$ cat src/rtl/lx_pkg.sv
// Shared constants for the line expander: byte and code widths and the blank code.
package lx_pkg;
    localparam int BYTE_W = 8;
    localparam int CODE_W = 7;
    localparam logic [CODE_W-1:0] BLANK_CODE = 7'h20;
endpackage

$ cat src/rtl/lx_fifo.sv
// lx_fifo: small byte buffer between the memory return path and the emitter.
// Assumes the caller never pushes into a full buffer unless it pops in the same
// clock, and never pops while empty. A flush empties it, and flush wins over push.
module lx_fifo #(
    parameter int DEPTH = 2,
    parameter int W     = 8,
    localparam int CNT_W = $clog2(DEPTH + 1),
    localparam int PTR_W = (DEPTH > 1) ? $clog2(DEPTH) : 1
) (
    input  logic             clk,
    input  logic             rst_n,
    input  logic             flush,
    input  logic             push,
    input  logic [W-1:0]     din,
    input  logic             pop,
    output logic [W-1:0]     dout,
    output logic             empty,
    output logic [CNT_W-1:0] count
);
    logic [W-1:0]     slot_q [DEPTH];
    logic [PTR_W-1:0] wr_q, rd_q;

    function automatic logic [PTR_W-1:0] nxt(input logic [PTR_W-1:0] p);
        return (p == PTR_W'(DEPTH - 1)) ? '0 : p + PTR_W'(1);
    endfunction

    assign dout  = slot_q[rd_q];
    assign empty = (count == '0);

    // Purpose: store pushed bytes in the slot under the write pointer.
    always_ff @(posedge clk) begin
        if (push) slot_q[wr_q] <= din;
    end

    // Purpose: move the pointers and the occupancy count.
    always_ff @(posedge clk) begin
        if (!rst_n || flush) begin
            wr_q  <= '0;
            rd_q  <= '0;
            count <= '0;
        end else begin
            if (push) wr_q <= nxt(wr_q);
            if (pop)  rd_q <= nxt(rd_q);
            count <= count + CNT_W'(push) - CNT_W'(pop);
        end
    end

    AST_NO_OVERFLOW: assert property (@(posedge clk) disable iff (!rst_n)
        (push && !pop && !flush) |-> (count < CNT_W'(DEPTH)));
    AST_NO_UNDERFLOW: assert property (@(posedge clk) disable iff (!rst_n)
        pop |-> !empty);
endmodule

$ cat src/rtl/lx_fetch.sv
// lx_fetch: issues sequential byte reads one clock ahead of use and returns the
// bytes into the buffer. Assumes read data arrives one clock after a request.
// It stops requesting as soon as a zero byte comes back, including in the very
// clock it arrives, so no address beyond the terminator is requested.
module lx_fetch #(
    parameter int ADDR_W = 8,
    parameter int DEPTH  = 2,
    localparam int CNT_W = $clog2(DEPTH + 1)
) (
    input  logic                     clk,
    input  logic                     rst_n,
    input  logic                     launch,
    input  logic [ADDR_W-1:0]        base_addr,
    input  logic                     busy,
    input  logic [lx_pkg::BYTE_W-1:0] rd_data,
    input  logic [CNT_W-1:0]         buf_count,
    input  logic                     buf_pop,
    output logic                     rd_en,
    output logic [ADDR_W-1:0]        rd_addr,
    output logic                     buf_push
);
    logic inflight_q;
    logic stop_q;
    logic null_now;
    int   occ_after;

    assign null_now = inflight_q && (rd_data == '0);
    assign buf_push = inflight_q;

    // Purpose: request the next byte only if the buffer has room for it when it returns.
    always_comb begin
        occ_after = int'(buf_count) + int'(inflight_q) - int'(buf_pop);
        rd_en = busy && !stop_q && !null_now && (occ_after < DEPTH);
    end

    // Purpose: track the outstanding read, the terminator latch and the address pointer.
    always_ff @(posedge clk) begin
        if (!rst_n) begin
            inflight_q <= 1'b0;
            stop_q     <= 1'b0;
            rd_addr    <= '0;
        end else if (launch) begin
            inflight_q <= 1'b0;
            stop_q     <= 1'b0;
            rd_addr    <= base_addr;
        end else begin
            inflight_q <= rd_en;
            if (null_now) stop_q <= 1'b1;
            if (rd_en) rd_addr <= rd_addr + ADDR_W'(1);
        end
    end

    AST_STOP_STICKS: assert property (@(posedge clk) disable iff (!rst_n)
        (stop_q && !launch) |=> stop_q);
endmodule

$ cat src/rtl/lx_emit.sv
// lx_emit: walks the row's columns. Each clock it offers the head byte's code,
// a pending implied blank, or padding once the line has ended. Assumes the head
// byte stays stable while the buffer is not popped. A zero head byte is consumed
// as the first padding column, so no bubble appears at the terminator.
module lx_emit #(
    parameter int ROW_LEN = 40,
    localparam int COL_W = $clog2(ROW_LEN + 1)
) (
    input  logic                      clk,
    input  logic                      rst_n,
    input  logic                      launch,
    input  logic                      head_valid,
    input  logic [lx_pkg::BYTE_W-1:0] head,
    input  logic                      ready,
    output logic                      valid,
    output logic [lx_pkg::CODE_W-1:0] code,
    output logic                      pop,
    output logic                      busy,
    output logic                      ended,
    output logic                      row_done
);
    import lx_pkg::*;
    localparam logic [COL_W-1:0] LAST_COL = COL_W'(ROW_LEN - 1);

    logic [COL_W-1:0] col_q;
    logic             gap_q;
    logic             fire;
    logic             head_null;

    assign head_null = (head == '0);

    // Purpose: pick what this column shows and whether the head byte is consumed.
    always_comb begin
        valid = busy && (ended || gap_q || head_valid);
        code  = (ended || gap_q || head_null) ? BLANK_CODE : head[CODE_W-1:0];
        fire  = valid && ready;
        pop   = fire && !ended && !gap_q;
    end

    // Purpose: advance the column, the pending-gap flag and the end-of-line flag on each transfer.
    always_ff @(posedge clk) begin
        if (!rst_n) begin
            busy     <= 1'b0;
            col_q    <= '0;
            gap_q    <= 1'b0;
            ended    <= 1'b0;
            row_done <= 1'b0;
        end else begin
            row_done <= 1'b0;
            if (launch) begin
                busy  <= 1'b1;
                col_q <= '0;
                gap_q <= 1'b0;
                ended <= 1'b0;
            end else if (fire) begin
                col_q <= col_q + COL_W'(1);
                if (col_q == LAST_COL) begin
                    busy     <= 1'b0;
                    row_done <= 1'b1;
                end
                if (gap_q) gap_q <= 1'b0;
                else if (pop) begin
                    if (head_null) ended <= 1'b1;
                    else           gap_q <= !head[BYTE_W-1];
                end
            end
        end
    end

    AST_STALL_HOLD: assert property (@(posedge clk) disable iff (!rst_n)
        (valid && !ready) |=> (valid && code == $past(code)));
    AST_GAP_FOLLOWS: assert property (@(posedge clk) disable iff (!rst_n)
        (pop && !head_null && !head[BYTE_W-1] && col_q != LAST_COL) |=> (valid && code == BLANK_CODE));
    AST_DONE_SINGLE: assert property (@(posedge clk) disable iff (!rst_n)
        row_done |=> !row_done);
    AST_COL_LIMIT: assert property (@(posedge clk) disable iff (!rst_n)
        col_q <= COL_W'(ROW_LEN));
endmodule

$ cat src/rtl/line_expander.sv
// line_expander: expands one flag-compressed text line into a fixed-width row
// of 7-bit character codes. Assumes a byte memory with one clock of read
// latency and a one-clock start pulse. Start is ignored while a row is active.
module line_expander #(
    parameter int ADDR_W  = 8,
    parameter int ROW_LEN = 40,
    parameter int BUF_DEPTH = 2,
    localparam int CNT_W = $clog2(BUF_DEPTH + 1)
) (
    input  logic              clk,
    input  logic              rst_n,
    input  logic              start_i,
    input  logic [ADDR_W-1:0] base_addr_i,
    output logic              rd_en_o,
    output logic [ADDR_W-1:0] rd_addr_o,
    input  logic [7:0]        rd_data_i,
    output logic              ch_valid_o,
    input  logic              ch_ready_i,
    output logic [6:0]        ch_code_o,
    output logic              row_done_o
);
    logic             launch;
    logic             busy;
    logic             ended;
    logic             buf_push, buf_pop, buf_empty;
    logic [7:0]       buf_head;
    logic [CNT_W-1:0] buf_count;

    assign launch = start_i && !busy;

    lx_fetch #(.ADDR_W(ADDR_W), .DEPTH(BUF_DEPTH)) fetch_i (
        .clk(clk), .rst_n(rst_n), .launch(launch), .base_addr(base_addr_i),
        .busy(busy), .rd_data(rd_data_i), .buf_count(buf_count), .buf_pop(buf_pop),
        .rd_en(rd_en_o), .rd_addr(rd_addr_o), .buf_push(buf_push)
    );

    lx_fifo #(.DEPTH(BUF_DEPTH), .W(8)) buf_i (
        .clk(clk), .rst_n(rst_n), .flush(launch), .push(buf_push), .din(rd_data_i),
        .pop(buf_pop), .dout(buf_head), .empty(buf_empty), .count(buf_count)
    );

    lx_emit #(.ROW_LEN(ROW_LEN)) emit_i (
        .clk(clk), .rst_n(rst_n), .launch(launch), .head_valid(!buf_empty),
        .head(buf_head), .ready(ch_ready_i), .valid(ch_valid_o), .code(ch_code_o),
        .pop(buf_pop), .busy(busy), .ended(ended), .row_done(row_done_o)
    );

    AST_QUIET_AFTER_NULL: assert property (@(posedge clk) disable iff (!rst_n)
        ended |-> !rd_en_o);
    AST_IDLE_SILENT: assert property (@(posedge clk) disable iff (!rst_n)
        !busy |-> (!ch_valid_o && !rd_en_o));
endmodule

$ cat config.mk
export PLATFORM = sky130hd
export DESIGN_NAME = line_expander
export DESIGN_NICKNAME = d
export VERILOG_FILES = /design/src/rtl/lx_pkg.sv /design/src/rtl/lx_fifo.sv /design/src/rtl/lx_fetch.sv /design/src/rtl/lx_emit.sv /design/src/rtl/line_expander.sv
export SDC_FILE = /design/constraint.sdc
export NUM_CORES = 1
export LEC_CHECK = 0
export CAP_MARGIN = 20
export CORE_ASPECT_RATIO = 1.75
export CORE_MARGIN = 2
export CORE_UTILIZATION = 55
export DETAILED_ROUTE_END_ITERATION = 12
export GPL_TIMING_DRIVEN = 0
export PLACE_DENSITY = 0.84
export SYNTH_ARGS = -nofsm -noshare
export SYNTH_HDL_FRONTEND = slang
export SYNTH_SLANG_ARGS = --single-unit
$ cat constraint.sdc
create_clock -name clk -period 6.1 [get_ports clk]
set_clock_uncertainty 0.05 [all_clocks]
set_input_delay 1.22 -clock clk [delete_from_list [all_inputs] [get_ports clk]]
set_output_delay 1.22 -clock clk [all_outputs]
set_load 0.02 [all_outputs]
**Word level (Yosys, flattened, before mapping)**

Memory sizes are Yosys's and may differ from the RTL's. A register that Yosys moved wholly into a read port is not among the register bits.
Cells that the tools add are included.

- Bitwise gates (word level): 3
- Order comparisons: 1
- Muxes and demuxes: 16
- Eq/ne operators: 1
- Multiply operators: 0
- Shift-type cells: 0
- Div/mod/pow operators: 0
- $add $sub $neg: 8
- Reductions and logical operators: 31

Operator list:

| cell | count |
|---|---|
| $lt A32 B3 Y1 const B | 1 |
| $sub A32 B2 Y32 | 1 |
| $logic_not A8 Y1 | 2 |
| $mux W8 | 2 |
| $mux W1 | 13 |
| $logic_and A1 B1 Y1 | 9 |
| $add A8 B1 Y8 const B | 1 |
| $logic_not A1 Y1 | 8 |
| $mux W7 | 1 |
| $add A6 B1 Y6 const B | 1 |
| $eq A6 B6 Y1 const B | 1 |
| $reduce_bool A2 Y1 | 3 |
| $logic_or A1 B1 Y1 | 4 |
| $reduce_and A4 Y1 | 1 |
| $add A2 B1 Y3 | 1 |
| $not A1 Y1 | 3 |
| $reduce_or A3 Y1 | 1 |
| $add A1 B1 Y1 const B | 2 |
| $add A2 B1 Y2 | 1 |
| $logic_not A2 Y1 | 1 |
| $reduce_and A2 Y1 | 1 |
| $reduce_or A2 Y1 | 1 |
| $sub A2 B1 Y2 | 1 |

- Logic and storage cells: 72
- Register bits: 24
- Bits in read-only memories: 0
- Memories: 1
- Bits in latches: 0
- RAM bits: 16

Memory list:

| memory | words | width | rd ports | clocked after Yosys merged registers in | write ports | RTL line | source |
|---|---|---|---|---|---|---|---|
| buf_i.slot_q | 2 | 8 | 1 | 1 | 1 | lx_fifo.sv:20 | `logic [W-1:0] slot_q [DEPTH];` |

**Logic depth before layout (Yosys ltp)**

- Word-level depth: 12
- Gate-level depth with buffers: 11
- Mapped depth without buffers: 10

**Cells and area by module**

A second synthesis with hierarchy kept.

- Cells, all modules: 190
- Area, all modules: 2011.9 um^2

Modules (own cells, without submodules):

| module | sequential area each (um^2) | times used | area each (um^2) | cells each |
|---|---|---|---|---|
| lx_fifo | 580.6 | 1 | 793.3 | 47 |
| lx_fetch | 200.2 | 1 | 688.2 | 81 |
| lx_emit | 200.2 | 1 | 513.0 | 60 |
| line_expander | 0.0 | 1 | 17.5 | 2 |

**Least setup slack after synthesis**

OpenSTA, ideal clock, no wires.

- Path type: input port to output port
- Start: in ch_ready_i
- End: out rd_en_o
- Setup slack: 2.370 ns
- Required time: 4.830 ns
- Arrival time: 2.460 ns
- Cell stages on the path: 7
- Cells stage by stage: nand2_4 > nor4_1 > fa_1 > inv_1 > o22ai_1 > o21a_1 > buf_4

- Longest elaborated chain between the ends: 6

Ends and longest elaborated chain:

| item | RTL line | source |
|---|---|---|
| start, declared | line_expander.sv:18 | `input logic ch_ready_i,` |
| $logic_and A1 B1 Y1 | lx_emit.sv:36 | `fire = valid && ready;` |
| $logic_and A1 B1 Y1 (2 in series) | lx_emit.sv:37 | `pop = fire && !ended && !gap_q;` |
| $sub A32 B2 Y32 | lx_fetch.sv:32 | `occ_after = int'(buf_count) + int'(inflight_q) - int'(buf_pop);` |
| $lt A32 B3 Y1 | lx_fetch.sv:33 | `rd_en = busy && !stop_q && !null_now && (occ_after < DEPTH);` |
| $logic_and A1 B1 Y1 | lx_fetch.sv:33 |  |
| end, declared | line_expander.sv:14 | `output logic rd_en_o,` |

No other way between the ends.

**Final worst setup path**

Ends and elaborated chain as after synthesis.

==> flow_summary.json <==
{
  "status": "finished, final reports clean",
  "cts_resized": 0,
  "crit_path_max_fanout": 10,
  "overflow": 0,
  "drc": 0,
  "dp_hpwl_mm": 3.39,
  "finalSetupTns_ps": 0,
  "worstRegToRegCells": 8,
  "routed_wl_mm": 4.23,
  "dr.pass1.iters": 4,
  "synth_edf_count": 16,
  "finalHoldViolCount": 0,
  "syn_inst": 184,
  "critPathMaxStageDelay_ps": 620,
  "cts_buffers": 5,
  "cp.arrival_ps": 3850,
  "syn_avg_cell_area_sq_um": 10.6,
  "clock_sinks": 41,
  "diodes": 0,
  "cp_slowest_cell": "clkdlybuf4s50_1",
  "path_cells": "clkdlybuf4s50_1, nand2_4, nor4_1, fa_1, inv_1, o22ai_1, o21a_1, buf_4, clkdlybuf4s50_1",
  "r2r_start": "fetch_i.buf_push$_SDFF_PP0_",
  "clock_path_buffers": 2,
  "ioPinCount": 38,
  "use_met3": 0.0486,
  "total_power_uw": 596,
  "crit_cells": 9,
  "grt_use_met1": 0.183,
  "ys_types": 43,
  "crit_family": "buffers and inverters",
  "fin_crit_sh": 0.839,
  "period_minus_slack_ps": 5120,
  "via_per_inst": 5.69,
  "regToRegEndpoint": "fetch_i.rd_addr[7]$_SDFFE_PN0P_",
  "die_w_microns": 49.1,
  "top_usage_layer": "met2",
  "dr_total_vias": 1560,
  "path_buf_inv": 4,
  "hold_buffers": 0,
  "crit_top_cell": "clkdlybuf4s50_1",
  "clock_latency_ps": 290,
  "placementRows": 28,
  "drt_iter0_markers": 22,
  "required_ps": 4830,
  "mostFrequentLayoutCells": "clkdlybuf4s50_1, dfxtp_1, nor2_1",
  "end_kind": "output port",
  "worst_pin_slew_ps": 716,
  "track_usage": 0.225,
  "clock.fmax_ghz": 0.195,
  "finalMaxSlewViolations": 0,
  "reg2reg_slack_ps": 3400,
  "core_sq_um": 3400,
  "antenna_found_initial": 0,
  "grt_max_degree": 14,
  "root_buffer": "clkbuf_8",
  "met2_usage": 0.452,
  "fin_nets": 259,
  "worstSetupPathType": "in2out",
  "syn-num-nets": 215,
  "cts_tree": "yes",
  "dieArea_sq_um": 4070,
  "die_y_microns": 82.9,
  "setup_violations": 0,
  "syn_to_final_growth_pct": 27.9,
  "h-tree-depth": 2,
  "avgRoutedWirePerCell_microns": 15.4,
  "grt_pass1_wl_mm": 7.01,
  "synth-seq-area-share": 0.501,
  "rsz0062_at_grt": "false",
  "cp-startpoint": "ch_ready_i",
  "start_util": 0.576,
  "worst_setup_path_start_kind": "input pin",
  "drv_cap": 0,
  "final_area_sq_um": 2500,
  "ant_nets": 0,
  "cts_setup_buffers": 0,
  "ir_drop_v": 0.000180,
  "dpl_cell_area_sq_um": 2380,
  "netlist_area_sq_um": 1960,
  "synthFlopType": "dfxtp_1",
  "p_per_area_nw_per_um2": 238,
  "drive_above_1_share": 0.0699,
  "synthArstFlopShare": 0,
  "maxSlewHeadroom": 0.522,
  "synth.yosys.warnings": 0,
  "leakage_uw": 0.000951,
  "ys_ff_latch": 41,
  "hp-class": "reg2reg",
  "portBuffers": 37,
  "endpoint": "rd_en_o",
  "cts.clk_slew.worst_paths_ps": 70,
  "grt_pass1_vias": 1653,
  "final_common_cell": "clkdlybuf4s50_1",
  "gp_congestion": 0.783
}
==> stage by stage <==
stage	hold slack [ps]	std cells	worst slack, ps	util
2_1_floorplan	402	184	2370	-
3_3_place_gp	418	266	1030	0.702
3_5_place_dp	439	266	998	0.702
6_report	463	274	982	0.737
4_1_cts	460	274	978	0.737
5_1_grt	485	274	807	0.737
==> how the worst min path moves through the flow <==
stage | from | endpoint | slack (ps) | depth (start not counted)
2_1_floorplan | emit_i.ended$_SDFFE_PP0P_ | emit_i.ended$_SDFFE_PP0P_ | 400 | 2
3_3_place_gp | emit_i.ended$_SDFFE_PP0P_ | emit_i.ended$_SDFFE_PP0P_ | 420 | 2
3_5_place_dp | fetch_i.rd_addr[6]$_SDFFE_PN0P_ | fetch_i.rd_addr[6]$_SDFFE_PN0P_ | 440 | 1
4_1_cts | fetch_i.rd_addr[6]$_SDFFE_PN0P_ | fetch_i.rd_addr[6]$_SDFFE_PN0P_ | 460 | 1
5_1_grt | fetch_i.rd_addr[6]$_SDFFE_PN0P_ | fetch_i.rd_addr[6]$_SDFFE_PN0P_ | 480 | 1
6_report | fetch_i.rd_addr[6]$_SDFFE_PN0P_ | fetch_i.rd_addr[6]$_SDFFE_PN0P_ | 460 | 1
==> cells in the mapped netlist (2+ instances only) <==
master	count	area share
o21ai_0	9	0.023
and2_1	3	0.0096
xnor2_1	5	0.022
xor2_1	7	0.031
a211oi_1	3	0.012
mux2i_1	9	0.046
edfxtp_1	16	0.25
o22ai_1	2	0.0064
nand4_1	3	0.0096
clkbuf_1	3	0.0058
nand2_1	6	0.012
a31oi_1	3	0.0096
inv_1	9	0.017
ha_1	10	0.064
nor3_1	4	0.010
nor2_1	24	0.046
nor2b_1	3	0.0096
dfxtp_1	25	0.26
nor4_1	3	0.0096
and3_1	8	0.026
a21oi_1	6	0.015
nor3b_1	2	0.0077
==> cell type report <==
type	instances	area, sq um
flip-flops and latches	41	981
multi-input cells	128	910
fillers	248	893
repair buffers	37	370
clock buffers	6	82.6
well taps	45	56.3
clock inverters	2	37.5
plain buffers	6	33.8
inverters	9	33.8
==> cells by family (layout without fill, tap and decap cells) <==
family,after synthesis,count (layout),share of synthesized area
AOI/OAI and AO/OA,33,33,0.116
muxes,9,9,0.0460
buffers and inverters,15,60,0.0345
adders and majority gates,11,11,0.0741
xor gates and xnor gates,12,12,0.0537
and+or+nand+nor,63,63,0.174
DFF,41,41,0.501
==> sequential cells by signal, indices dropped and copies added (netlist names), 2 cells and up, named ones only <==
name / count
fetch_i.rd_addr: 8
emit_i.col_q: 6
buf_i.slot_q: 16
buf_i.count: 2
==> worst reg2reg max path: stages, from the launching register on <==
cell	delay, ps
dfxtp_1	450
ha_1	280
nor4_1	500
fa_1	260
inv_1	40
o22ai_1	280
o2111ai_2	210
or3_1	390
a31oi_1	160
==> where the power goes <==
part | internal (uW) | total, uW | switching, uW
sequential | 293 | 301 | 8.07
combinational | 35.5 | 71.5 | 36.1
clock | 133 | 224 | 90.7
total | 461 | 596 | 135
==> routing by layer <==
metal  vias to the layer above  share of wire  routed length [microns]
li1                        743              -                        -
met2                        59           0.57                     2430
met4                         0          0.045                      191
met3                        15          0.048                      203
met5                         -              0                        0
met1                       743           0.33                     1400
(Power assumes the default switching activity.)
